$ cat src/rtl/rotr_pkg.sv
// Shared opcode values, flag bit positions and types for the rotate-right
// execution unit. Assumes an 8-bit datapath and 8-bit flags word.
package rotr_pkg;

    localparam int DATA_W = 8;
    localparam int FLAG_W = 8;

    // Opcode bytes of the rotate-right family
    localparam logic [DATA_W-1:0] OPC_PREFIX  = 8'hCE;
    localparam logic [DATA_W-1:0] OPC_ROT_A   = 8'h9C;
    localparam logic [DATA_W-1:0] OPC_ROT_B   = 8'h9D;
    localparam logic [DATA_W-1:0] OPC_ROT_IDX = 8'h9E;
    localparam logic [DATA_W-1:0] OPC_ROT_HL  = 8'h9F;

    // Flag bit positions updated by the unit; all others pass through
    localparam int FLG_ZERO  = 0;
    localparam int FLG_CARRY = 1;
    localparam int FLG_SIGN  = 3;

    typedef enum logic [1:0] {
        TGT_A   = 2'd0,
        TGT_B   = 2'd1,
        TGT_IDX = 2'd2,
        TGT_HL  = 2'd3
    } rot_target_e;

    typedef enum logic [1:0] {
        DEC_IDLE   = 2'd0,
        DEC_PREFIX = 2'd1,
        DEC_DISP   = 2'd2
    } dec_state_e;

endpackage

$ cat src/rtl/rotr_decode.sv
// Instruction byte decoder for the rotate-right family.
// Consumes one byte per cycle when op_valid is high and the unit is idle.
// Raises start (combinational) in the cycle the final instruction byte is
// presented, with the selected target. An unknown second byte produces a
// registered illegal pulse one cycle later.
// Assumes: busy gates acceptance of bytes entirely.
module rotr_decode
    import rotr_pkg::*;
(
    input  logic              clk,
    input  logic              rst_n,
    input  logic              byte_vld,
    input  logic [DATA_W-1:0] byte_in,
    input  logic              busy,
    output logic              start,
    output rot_target_e       start_tgt,
    output logic              illegal
);

    dec_state_e state_q, state_d;
    logic       accept;
    logic       bad_d;

    assign accept = byte_vld && !busy;

    // Next-state and start/illegal decode from the current byte
    always_comb begin
        state_d   = state_q;
        start     = 1'b0;
        start_tgt = TGT_A;
        bad_d     = 1'b0;
        case (state_q)
            DEC_IDLE: begin
                if (accept && byte_in == OPC_PREFIX) begin
                    state_d = DEC_PREFIX;
                end
            end
            DEC_PREFIX: begin
                if (accept) begin
                    state_d = DEC_IDLE;
                    case (byte_in)
                        OPC_ROT_A: begin
                            start     = 1'b1;
                            start_tgt = TGT_A;
                        end
                        OPC_ROT_B: begin
                            start     = 1'b1;
                            start_tgt = TGT_B;
                        end
                        OPC_ROT_HL: begin
                            start     = 1'b1;
                            start_tgt = TGT_HL;
                        end
                        OPC_ROT_IDX: begin
                            state_d = DEC_DISP;
                        end
                        default: begin
                            bad_d = 1'b1;
                        end
                    endcase
                end
            end
            DEC_DISP: begin
                if (accept) begin
                    start     = 1'b1;
                    start_tgt = TGT_IDX;
                    state_d   = DEC_IDLE;
                end
            end
            default: state_d = DEC_IDLE;
        endcase
    end

    // State register and registered illegal pulse
    always_ff @(posedge clk) begin
        if (!rst_n) begin
            state_q <= DEC_IDLE;
            illegal <= 1'b0;
        end else begin
            state_q <= state_d;
            illegal <= bad_d;
        end
    end

endmodule

$ cat src/rtl/rotr_seq.sv
// Execution sequencer: a down-counter loaded at start that frames the
// busy window. Provides the first busy cycle (memory read), the second
// (read data capture), the write cycle (count 1) and done (count 0).
// Assumes: load value is at least 3 so capture precedes the write.
module rotr_seq #(
    parameter int CNT_W = 5
) (
    input  logic             clk,
    input  logic             rst_n,
    input  logic             start,
    input  logic [CNT_W-1:0] load,
    output logic             busy,
    output logic             rd_cyc,
    output logic             cap_cyc,
    output logic             wr_cyc,
    output logic             done
);

    logic [CNT_W-1:0] cnt_q;
    logic             active_q;
    logic [1:0]       phase_q;

    // Counter, activity flag and early-phase marker bits
    always_ff @(posedge clk) begin
        if (!rst_n) begin
            cnt_q    <= '0;
            active_q <= 1'b0;
            phase_q  <= 2'b00;
        end else if (start && !active_q) begin
            cnt_q    <= load;
            active_q <= 1'b1;
            phase_q  <= 2'b01;
        end else if (active_q) begin
            phase_q <= {phase_q[0], 1'b0};
            if (cnt_q == '0) begin
                active_q <= 1'b0;
            end else begin
                cnt_q <= cnt_q - 1'b1;
            end
        end
    end

    // Cycle-role decode from the counter state
    always_comb begin
        busy    = active_q;
        rd_cyc  = active_q && phase_q[0];
        cap_cyc = active_q && phase_q[1];
        wr_cyc  = active_q && (cnt_q == CNT_W'(1));
        done    = active_q && (cnt_q == '0);
    end

endmodule

$ cat src/rtl/rotr_alu.sv
// Rotate-right-by-one datapath with flag merge. Purely combinational.
// Zero, carry and sign are recomputed; every other flag bit passes through.
module rotr_alu
    import rotr_pkg::*;
#(
    parameter int DW = DATA_W
) (
    input  logic [DW-1:0]     opnd,
    input  logic [FLAG_W-1:0] flags_in,
    output logic [DW-1:0]     result,
    output logic [FLAG_W-1:0] flags_out
);

    // Each result bit takes the operand bit one place to its left, wrapping
    for (genvar gi = 0; gi < DW; gi++) begin : g_rot
        assign result[gi] = opnd[(gi + 1) % DW];
    end

    // Merge recomputed flags into the incoming flags word
    always_comb begin
        flags_out            = flags_in;
        flags_out[FLG_ZERO]  = (result == '0);
        flags_out[FLG_CARRY] = result[DW-1];
        flags_out[FLG_SIGN]  = result[DW-1];
    end

endmodule

$ cat src/rtl/rotr_exec_unit.sv
// Rotate-right execution unit top. Decodes the byte stream, latches the
// operand or the bank-extended address, sequences the per-form cycle count
// and drives write-back, memory and flag strobes.
// Assumes: memory read data is valid the cycle after mem_re; register and
// flag inputs are stable while the unit is busy.
module rotr_exec_unit
    import rotr_pkg::*;
#(
    parameter int CYC_REG = 12,
    parameter int CYC_IDX = 20,
    parameter int CYC_HL  = 16
) (
    input  logic                clk,
    input  logic                rst_n,
    input  logic                op_valid,
    input  logic [DATA_W-1:0]   op_byte,
    input  logic [DATA_W-1:0]   reg_a,
    input  logic [DATA_W-1:0]   reg_b,
    input  logic [2*DATA_W-1:0] reg_hl,
    input  logic [DATA_W-1:0]   reg_n,
    input  logic [DATA_W-1:0]   reg_i,
    input  logic [FLAG_W-1:0]   flags_in,
    input  logic [DATA_W-1:0]   mem_rdata,
    output logic [DATA_W-1:0]   a_out,
    output logic                a_we,
    output logic [DATA_W-1:0]   b_out,
    output logic                b_we,
    output logic [3*DATA_W-1:0] mem_addr,
    output logic                mem_re,
    output logic                mem_we,
    output logic [DATA_W-1:0]   mem_wdata,
    output logic [FLAG_W-1:0]   flags_out,
    output logic                flags_we,
    output logic                busy,
    output logic                done,
    output logic                illegal
);

    localparam int ADDR_W  = 3 * DATA_W;
    localparam int CYC_MAX = (CYC_REG > CYC_IDX) ?
                             ((CYC_REG > CYC_HL) ? CYC_REG : CYC_HL) :
                             ((CYC_IDX > CYC_HL) ? CYC_IDX : CYC_HL);
    localparam int CNT_W   = $clog2(CYC_MAX + 1);
    // Counter loads: total minus instruction bytes minus the done cycle
    localparam logic [CNT_W-1:0] LOAD_REG = CNT_W'(CYC_REG - 3);
    localparam logic [CNT_W-1:0] LOAD_IDX = CNT_W'(CYC_IDX - 4);
    localparam logic [CNT_W-1:0] LOAD_HL  = CNT_W'(CYC_HL - 3);

    logic              start;
    rot_target_e       start_tgt;
    rot_target_e       tgt_q;
    logic [DATA_W-1:0] opnd_q;
    logic [ADDR_W-1:0] addr_q;
    logic [CNT_W-1:0]  load_val;
    logic              rd_cyc, cap_cyc, wr_cyc;
    logic              is_mem;
    logic [DATA_W-1:0] result;

    rotr_decode u_decode (
        .clk       (clk),
        .rst_n     (rst_n),
        .byte_vld  (op_valid),
        .byte_in   (op_byte),
        .busy      (busy),
        .start     (start),
        .start_tgt (start_tgt),
        .illegal   (illegal)
    );

    // Pick the counter load for the form being started
    always_comb begin
        case (start_tgt)
            TGT_IDX: load_val = LOAD_IDX;
            TGT_HL:  load_val = LOAD_HL;
            default: load_val = LOAD_REG;
        endcase
    end

    rotr_seq #(
        .CNT_W (CNT_W)
    ) u_seq (
        .clk     (clk),
        .rst_n   (rst_n),
        .start   (start),
        .load    (load_val),
        .busy    (busy),
        .rd_cyc  (rd_cyc),
        .cap_cyc (cap_cyc),
        .wr_cyc  (wr_cyc),
        .done    (done)
    );

    // Latch target, register operand or memory address; capture read data
    always_ff @(posedge clk) begin
        if (!rst_n) begin
            tgt_q  <= TGT_A;
            opnd_q <= '0;
            addr_q <= '0;
        end else if (start && !busy) begin
            tgt_q <= start_tgt;
            case (start_tgt)
                TGT_A:   opnd_q <= reg_a;
                TGT_B:   opnd_q <= reg_b;
                TGT_IDX: addr_q <= {reg_i, reg_n, op_byte};
                default: addr_q <= {reg_i, reg_hl};
            endcase
        end else if (cap_cyc && is_mem) begin
            opnd_q <= mem_rdata;
        end
    end

    assign is_mem = (tgt_q == TGT_IDX) || (tgt_q == TGT_HL);

    rotr_alu #(
        .DW (DATA_W)
    ) u_alu (
        .opnd      (opnd_q),
        .flags_in  (flags_in),
        .result    (result),
        .flags_out (flags_out)
    );

    // Drive write-back, memory and flag strobes from the sequencer roles
    always_comb begin
        a_out     = result;
        b_out     = result;
        mem_wdata = result;
        mem_addr  = addr_q;
        a_we      = wr_cyc && (tgt_q == TGT_A);
        b_we      = wr_cyc && (tgt_q == TGT_B);
        mem_we    = wr_cyc && is_mem;
        mem_re    = rd_cyc && is_mem;
        flags_we  = wr_cyc;
    end

endmodule

$ cat config.mk
export PLATFORM = sky130hd
export DESIGN_NAME = rotr_exec_unit
export DESIGN_NICKNAME = d
export VERILOG_FILES = /design/src/rtl/rotr_pkg.sv /design/src/rtl/rotr_decode.sv /design/src/rtl/rotr_seq.sv /design/src/rtl/rotr_alu.sv /design/src/rtl/rotr_exec_unit.sv
export SDC_FILE = /design/constraint.sdc
export NUM_CORES = 1
export LEC_CHECK = 0
export BUFFER_PORTS_ARGS = -buffer_cell sky130_fd_sc_hd__buf_2
export CORE_MARGIN = 4
export CORE_UTILIZATION = 26
export DETAILED_ROUTE_END_ITERATION = 10
export HOLD_SLACK_MARGIN = 0.1
export PLACE_DENSITY = 0.59
export SYNTH_ARGS = -nofsm -noshare
export SYNTH_HDL_FRONTEND = slang
export SYNTH_SLANG_ARGS = --single-unit
$ cat constraint.sdc
create_clock -name clk -period 4.2 [get_ports clk]
set_clock_uncertainty 0.1 [all_clocks]
set_input_delay 1.26 -clock clk [delete_from_list [all_inputs] [get_ports clk]]
set_output_delay 1.26 -clock clk [all_outputs]
set_load 0.005 [all_outputs]
Word level (Yosys, flattened, before mapping)

Index checks and enable logic that the tools add are counted.

Bits in registers: 45
Output and inout port bits: 64
Word-level logic and storage cells: 88

$add $sub $neg: 1
Equal/unequal tests: 19
Multiplexer cells: 27
Bitwise logic cells: 2
Reduce and logical (&&, ||, !) cells: 30

Operator list:

| kind                  | count |
|---|---|
| $pmux W24 S2          | 1 |
| $eq A8 B8 Y1 const B  | 5 |
| $mux W8               | 2 |
| $pmux W8 S2           | 1 |
| $mux W5               | 3 |
| $logic_and A1 B1 Y1   | 12 |
| $mux W2               | 6 |
| $eq A2 B2 Y1 const B  | 5 |
| $pmux W5 S2           | 1 |
| $mux W1               | 9 |
| $logic_not A8 Y1      | 1 |
| $pmux W2 S2           | 2 |
| $eq A2 B1 Y1 const B  | 3 |
| $logic_not A2 Y1      | 3 |
| $ne A2 B1 Y1 const B  | 3 |
| $pmux W2 S3           | 1 |
| $reduce_and A2 Y1     | 3 |
| $reduce_and A3 Y1     | 2 |
| $eq A5 B1 Y1 const B  | 1 |
| $logic_not A5 Y1      | 1 |
| $sub A5 B1 Y5 const B | 1 |
| $reduce_bool A2 Y1    | 2 |
| $reduce_or A2 Y1      | 2 |
| $reduce_or A4 Y1      | 1 |
| 7 further kinds       | 8 |

Depth between registers and ports, before layout

Depth in word-level cells: 8
Mapped depth: 9

Modules after synthesis

From an unflattened synthesis, not the netlist that was laid out.

Cell total of the unflattened synthesis: 302
Area, all modules: 2740.1 µm²

By module, submodules not included:

| module         | instances | cells an instance | area an instance (µm²) |
|---|---|---|---|
| rotr_exec_unit | 1         | 200               | 1904.3 |
| rotr_seq       | 1         | 52                | 432.9 |
| rotr_decode    | 1         | 32                | 271.5 |
| rotr_alu       | 1         | 18                | 131.4 |

Worst setup path before layout

No wires, ideal clock.

Path type: input port to flip-flop
From: input op_byte[5]
To: register opnd_q[7]
Setup time: 130 ps
Arrival time: 2761 ps
Slack: 1209 ps
Stages on the path: 6
Path buffers: 1
Path through: nand4b_4 or4_1 buf_2 a21oi_4 mux2i_1 o221ai_2

Cells in the longest elaborated chain, start to end: 8

Ends and longest elaborated chain:

| what                                                         | RTL line              | source |
|---|---|---|
| start, declared                                              | rotr_exec_unit.sv:16  | `input logic [DATA_W-1:0] op_byte,` |
| $eq A8 B8 Y1                                                 | rotr_decode.sv:41     | `case (byte_in)` |
| $reduce_or A3 Y1 (no line)                                   | -                     |  |
| $mux W1                                                      | rotr_decode.sv:41     |  |
| $mux W1                                                      | rotr_decode.sv:39     | `if (accept) begin` |
| $pmux W1 S2                                                  | rotr_decode.sv:32     | `case (state_q)` |
| $logic_and A1 B1 Y1                                          | rotr_exec_unit.sv:99  | `end else if (start && !busy) begin` |
| $ne A3 B1 Y1 (no line) or $reduce_bool A2 Y1 (tied branches) | -                     |  |
| $reduce_and A2 Y1 (no line)                                  | -                     |  |
| end signal, assigned                                         | rotr_exec_unit.sv:102 | `TGT_A: opnd_q <= reg_a;` |
| end signal, assigned                                         | rotr_exec_unit.sv:103 | `TGT_B: opnd_q <= reg_b;` |
| end signal, assigned                                         | rotr_exec_unit.sv:108 | `opnd_q <= mem_rdata;` |
| end, declared                                                | rotr_exec_unit.sv:52  | `logic [DATA_W-1:0] opnd_q;` |

Several ways; a longest one is shown, not always the timed one.
A chain may end at the register's enable or synchronous reset.

Final worst setup path

From: register u_seq.active_q (netlist: u_seq.busy)
To: output b_we

Cells in the longest elaborated chain, start to end: 2

Ends and longest elaborated chain:

| what                   | RTL line              | source |
|---|---|---|
| start, declared        | rotr_seq.sv:20        | `logic active_q;` |
| start signal, assigned | rotr_seq.sv:27        | `active_q <= 1'b0;` |
| start signal, assigned | rotr_seq.sv:31        | `active_q <= 1'b1;` |
| start signal, assigned | rotr_seq.sv:36        | `active_q <= 1'b0;` |
| $logic_and A1 B1 Y1    | rotr_seq.sv:48        | `wr_cyc = active_q && (cnt_q == CNT_W'(1));` |
| $logic_and A1 B1 Y1    | rotr_exec_unit.sv:130 | `b_we = wr_cyc && (tgt_q == TGT_B);` |
| end, declared          | rotr_exec_unit.sv:27  | `output logic b_we,` |

Every way passes these cells.

==> flow_summary.html <==
<table>
<tr><th>Metric</th><th>Value</th></tr>
<tr><th colspan="2">Global routing</th></tr>
<tr><td>Number of antenna violations at the first check in global routing</td><td>0</td></tr>
<tr><td>Number of global-route vias before repair</td><td>2,392</td></tr>
<tr><td>Remaining global-route overflow</td><td>0</td></tr>
<tr><td>Aggregate global-route resource usage</td><td>12.9%</td></tr>
<tr><td>Global-route wire length before repair</td><td>11.8 mm</td></tr>
<tr><td>Maximum number of pins on one net before global-route repair</td><td>49</td></tr>
<tr><th colspan="2">Routing</th></tr>
<tr><td>Average wire per cell in the routed design</td><td>14.1 um</td></tr>
<tr><td>Total wire length after detailed routing</td><td>7.30 mm</td></tr>
<tr><td>Remaining routing DRC violations</td><td>0</td></tr>
<tr><td>Number of vias per cell</td><td>4.65</td></tr>
<tr><td>Vias post-DR</td><td>2,405</td></tr>
<tr><td>Number of iterations in the first detailed-routing pass</td><td>4</td></tr>
<tr><td>DR iter-0 viols</td><td>55</td></tr>
<tr><td>Remaining antenna violation count</td><td>0</td></tr>
<tr><th colspan="2">Critical path</th></tr>
<tr><td>Worst-case register-to-register setup slack</td><td>1.48 ns</td></tr>
<tr><td>Kind of launch point of the worst setup path</td><td>flop</td></tr>
<tr><td>R2r worst-path depth</td><td>6</td></tr>
<tr><td>Required time of the critical path</td><td>2.84 ns</td></tr>
<tr><td>Setup CP Type</td><td>reg2out</td></tr>
<tr><td>Arrival time at the worst endpoint</td><td>1.98 ns</td></tr>
<tr><td>Kind of end point of the critical path</td><td>output pin</td></tr>
<tr><td>Crit path max fanout</td><td>14</td></tr>
<tr><th colspan="2">Pwr</th></tr>
<tr><td>Power density of the placed cells</td><td>259 mW/mm^2</td></tr>
<tr><td>Static Leakage</td><td>1.47 nW</td></tr>
<tr><td>Logic gate share of total power</td><td>7.0%</td></tr>
<tr><td>Internal Power</td><td>649 uW</td></tr>
<tr><td>Sequential share of power</td><td>51.8%</td></tr>
<tr><td>Switching part of the total power</td><td>21.2%</td></tr>
<tr><td>Peak VDD IR</td><td>0.000113 V</td></tr>
<tr><td>Switching power</td><td>174 uW</td></tr>
<tr><td>Share of total power in the clock network</td><td>41.3%</td></tr>
<tr><td>Total power consumption of the routed design</td><td>823 uW</td></tr>
<tr><th colspan="2">Yosys</th></tr>
<tr><td>Synth Flop Type</td><td>dfxtp_1</td></tr>
<tr><td>Mapped Cells</td><td>290</td></tr>
<tr><td>Number of flops mapped to enable cells by yosys</td><td>0</td></tr>
<tr><td>Library cell with the highest instance count after synthesis</td><td>nand2_1</td></tr>
<tr><td>Number of register bits inferred by synthesis</td><td>45</td></tr>
<tr><td>Async SR Flop Fraction</td><td>0%</td></tr>
<tr><td>Mean instance size in the synthesized netlist</td><td>8.55 um^2</td></tr>
<tr><td>Sequential cell area fraction in the yosys report</td><td>36.3%</td></tr>
<tr><td>Area share of the leading cell type in the synthesized netlist</td><td>36.3%</td></tr>
<tr><td>Synth cell types</td><td>44</td></tr>
<tr><td>Commonest cells in the netlist</td><td>nand2_1, dfxtp_1, nor2_1</td></tr>
<tr><td>Total number of yosys warnings</td><td>0</td></tr>
<tr><td>Most area-consuming cells after synthesis</td><td>dfxtp_1, buf_4, nand2_1</td></tr>
<tr><td>Post-synth top area cell</td><td>dfxtp_1</td></tr>
<tr><td>Net count after synthesis</td><td>371</td></tr>
<tr><td>Post-synthesis instance area</td><td>0.00248 mm^2</td></tr>
<tr><th colspan="2">Clock tree</th></tr>
<tr><td>Number of buffers between clock root and the deepest sink</td><td>2</td></tr>
<tr><td># resized after CTS</td><td>0</td></tr>
<tr><td>Clock transition at the registers of the reported paths</td><td>0.08 ns</td></tr>
<tr><td>Number of buffers inserted during clock tree synthesis</td><td>5</td></tr>
<tr><td>Hold-fix buffer count after cts</td><td>0</td></tr>
<tr><td>Latest clock arrival within the worst-skew pair</td><td>0.29 ns</td></tr>
<tr><td>Clock tree from TritonCTS</td><td>done</td></tr>
<tr><td>Total setup buffers inserted after CTS</td><td>0</td></tr>
<tr><td>Root Driver</td><td>clkbuf_8</td></tr>
<tr><td>TritonCTS Sinks</td><td>45</td></tr>
<tr><td>CTS H-tree depth</td><td>2</td></tr>
<tr><th colspan="2">STA</th></tr>
<tr><td>Max Transition Viols Final</td><td>0</td></tr>
<tr><td>Period utilisation layout</td><td>79.5%</td></tr>
<tr><td>Unrepaired setup endpoints after global routing</td><td>no</td></tr>
<tr><td>Measured slew at the worst slew-check pin</td><td>0.906 ns</td></tr>
<tr><td>Setup TNS Final</td><td>0 ns</td></tr>
<tr><td>Highest clock rate</td><td>300 MHz</td></tr>
<tr><td>Setup violators final</td><td>0</td></tr>
<tr><td>Worst slew margin</td><td>39.6%</td></tr>
<tr><td>Number of hold violations in the final report</td><td>0</td></tr>
<tr><td>Time the final worst path needs with I/O delays and setup</td><td>3.34 ns</td></tr>
<tr><th colspan="2">Cells and area</th></tr>
<tr><td>Final-layout fill cell count</td><td>1,011</td></tr>
<tr><td>Fraction of layout cells with a size suffix above 1</td><td>39.4%</td></tr>
<tr><td>Multi-input combinational cell area</td><td>0.00130 mm^2</td></tr>
<tr><td>P&amp;R area growth vs syn</td><td>28.3%</td></tr>
<tr><td>NumNets Final</td><td>468</td></tr>
<tr><td>Final antenna diode count</td><td>0</td></tr>
<tr><td>Number of standard cells in the layout, taps in and fillers out</td><td>517</td></tr>
<tr><td>Register Area</td><td>901 um^2</td></tr>
<tr><th colspan="2">Floorplan</th></tr>
<tr><td>Starting density of the core</td><td>26.8%</td></tr>
<tr><td>Std-Cell Rows</td><td>35</td></tr>
<tr><td>I/O pin total</td><td>139</td></tr>
<tr><td>Die width</td><td>106 um</td></tr>
<tr><td>Area of the placeable core</td><td>0.00924 mm^2</td></tr>
<tr><td>Die H</td><td>106 um</td></tr>
<tr><td>Die Outline Area</td><td>0.0112 mm^2</td></tr>
<tr><th colspan="2">Placed design</th></tr>
<tr><td>Number of port buffers</td><td>125</td></tr>
<tr><td>GP Congestion</td><td>0.735</td></tr>
<tr><td>Post-DP HPWL</td><td>5.51 mm</td></tr>
<tr><td>Post-placement cell count</td><td>509</td></tr>
<tr><th colspan="2">Hold path</th></tr>
<tr><td>Worst hold path depth</td><td>2</td></tr>
<tr><td>Type of the worst min-delay path</td><td>reg2reg</td></tr>
<tr><th colspan="2">Status</th></tr>
<tr><td>Status</td><td>finished, final reports clean</td></tr>
<tr><th colspan="2">Flow run</th></tr>
<tr><td>Max-Cap Viols</td><td>0</td></tr>
</table>
state kept, by name, indices dropped and copies added (netlist names):
register,cells
mem_addr,24
opnd_q,8
tgt_q,2
u_decode.illegal,1
u_decode.state_q,2
u_seq.busy,1
u_seq.cnt_q,5
u_seq.phase_q,2
worst max-delay path, stage by stage (launching register included):
cell     delay (ns)
dfxtp_1        0.62
nor4b_1        0.56
nand2_1        0.17
nor3b_1        0.19
buf_2          0.14
cells by family (layout without fill, tap and decap cells):
family,Yosys count,after routing,synth area share [%]
buf+inv,49,147,11.2
fa+ha+maj,6,6,3.03
compound gates,69,69,22.6
flops,45,45,36.3
mux,13,13,5.30
simple gates,108,108,21.6
layout make-up:
cell class / instances / area share [%]
clock buffer: 7 / 2.71
clock inverter: 1 / 0.944
inverter: 8 / 0.944
multi-input combinational: 196 / 40.9
sequential: 45 / 28.3
tap: 129 / 5.07
timing repair buffer: 131 / 21.1
metal layers:
| layer | vias up | part of all wire [%] | GRT usage, % |
|---|---|---|---|
| li1 | 1213 | - | - |
| met1 | 1092 | 43 | 16.1 |
| met2 | 92 | 48 | 21.9 |
| met3 | 8 | 8.5 | 3.80 |
| met4 | 0 | 0.86 | 2.96 |
| met5 | - | 0 | 0 |
final timing paths:
| kind | startpoint | end |
|---|---|---|
| worst max-delay path | u_seq.busy | b_we |
| worst min-delay path | mem_addr[18] | mem_addr[18] |
| worst max register to register | u_decode.state_q[0] | opnd_q[0] |
| worst min register to register | mem_addr[18] | mem_addr[18] |
through the flow:
step                      util (%)  instance area, um^2  setup WS [ns]  hold WS [ns]
final                         34.4                 3180          0.863         0.351
after global routing          34.4                 3180          0.614         0.385
after CTS                     34.4                 3180          0.822         0.353
after detailed placement      33.2                 3060          0.692         0.342
after global placement        33.2                 3060          0.712         0.339
after floorplan                  -                 2480           1.21         0.348
power groups by stage:
stage | sequential [mW] | clock, mW | combinational, mW
after CTS | 0.426 | 0.358 | 0.0585
final | 0.426 | 0.340 | 0.0573
after detailed placement | 0.436 | 0 | 0.0582
after global placement | 0.436 | 0 | 0.0577
after global routing | 0.426 | 0.377 | 0.0644
after floorplan | 0.436 | 0 | 0.0242
placed cells by master (no fill, tap or decap), types with 2 or more instances in the layout:
master,instances
nand3_1,8
and3_1,4
a21o_1,3
nand2b_1,2
clkbuf_8,6
dfxtp_1,45
or4_1,4
buf_2,125
a211oi_1,2
nor2_1,24
a21oi_1,17
ha_1,6
nand2_1,46
mux2i_1,12
o21ai_0,5
o221ai_2,8
a311oi_1,13
o211ai_1,9
inv_1,8
nand3b_1,2
buf_4,6
a31oi_1,2
nor3_1,6
nor2b_1,4
(Power assumes the default switching activity.)
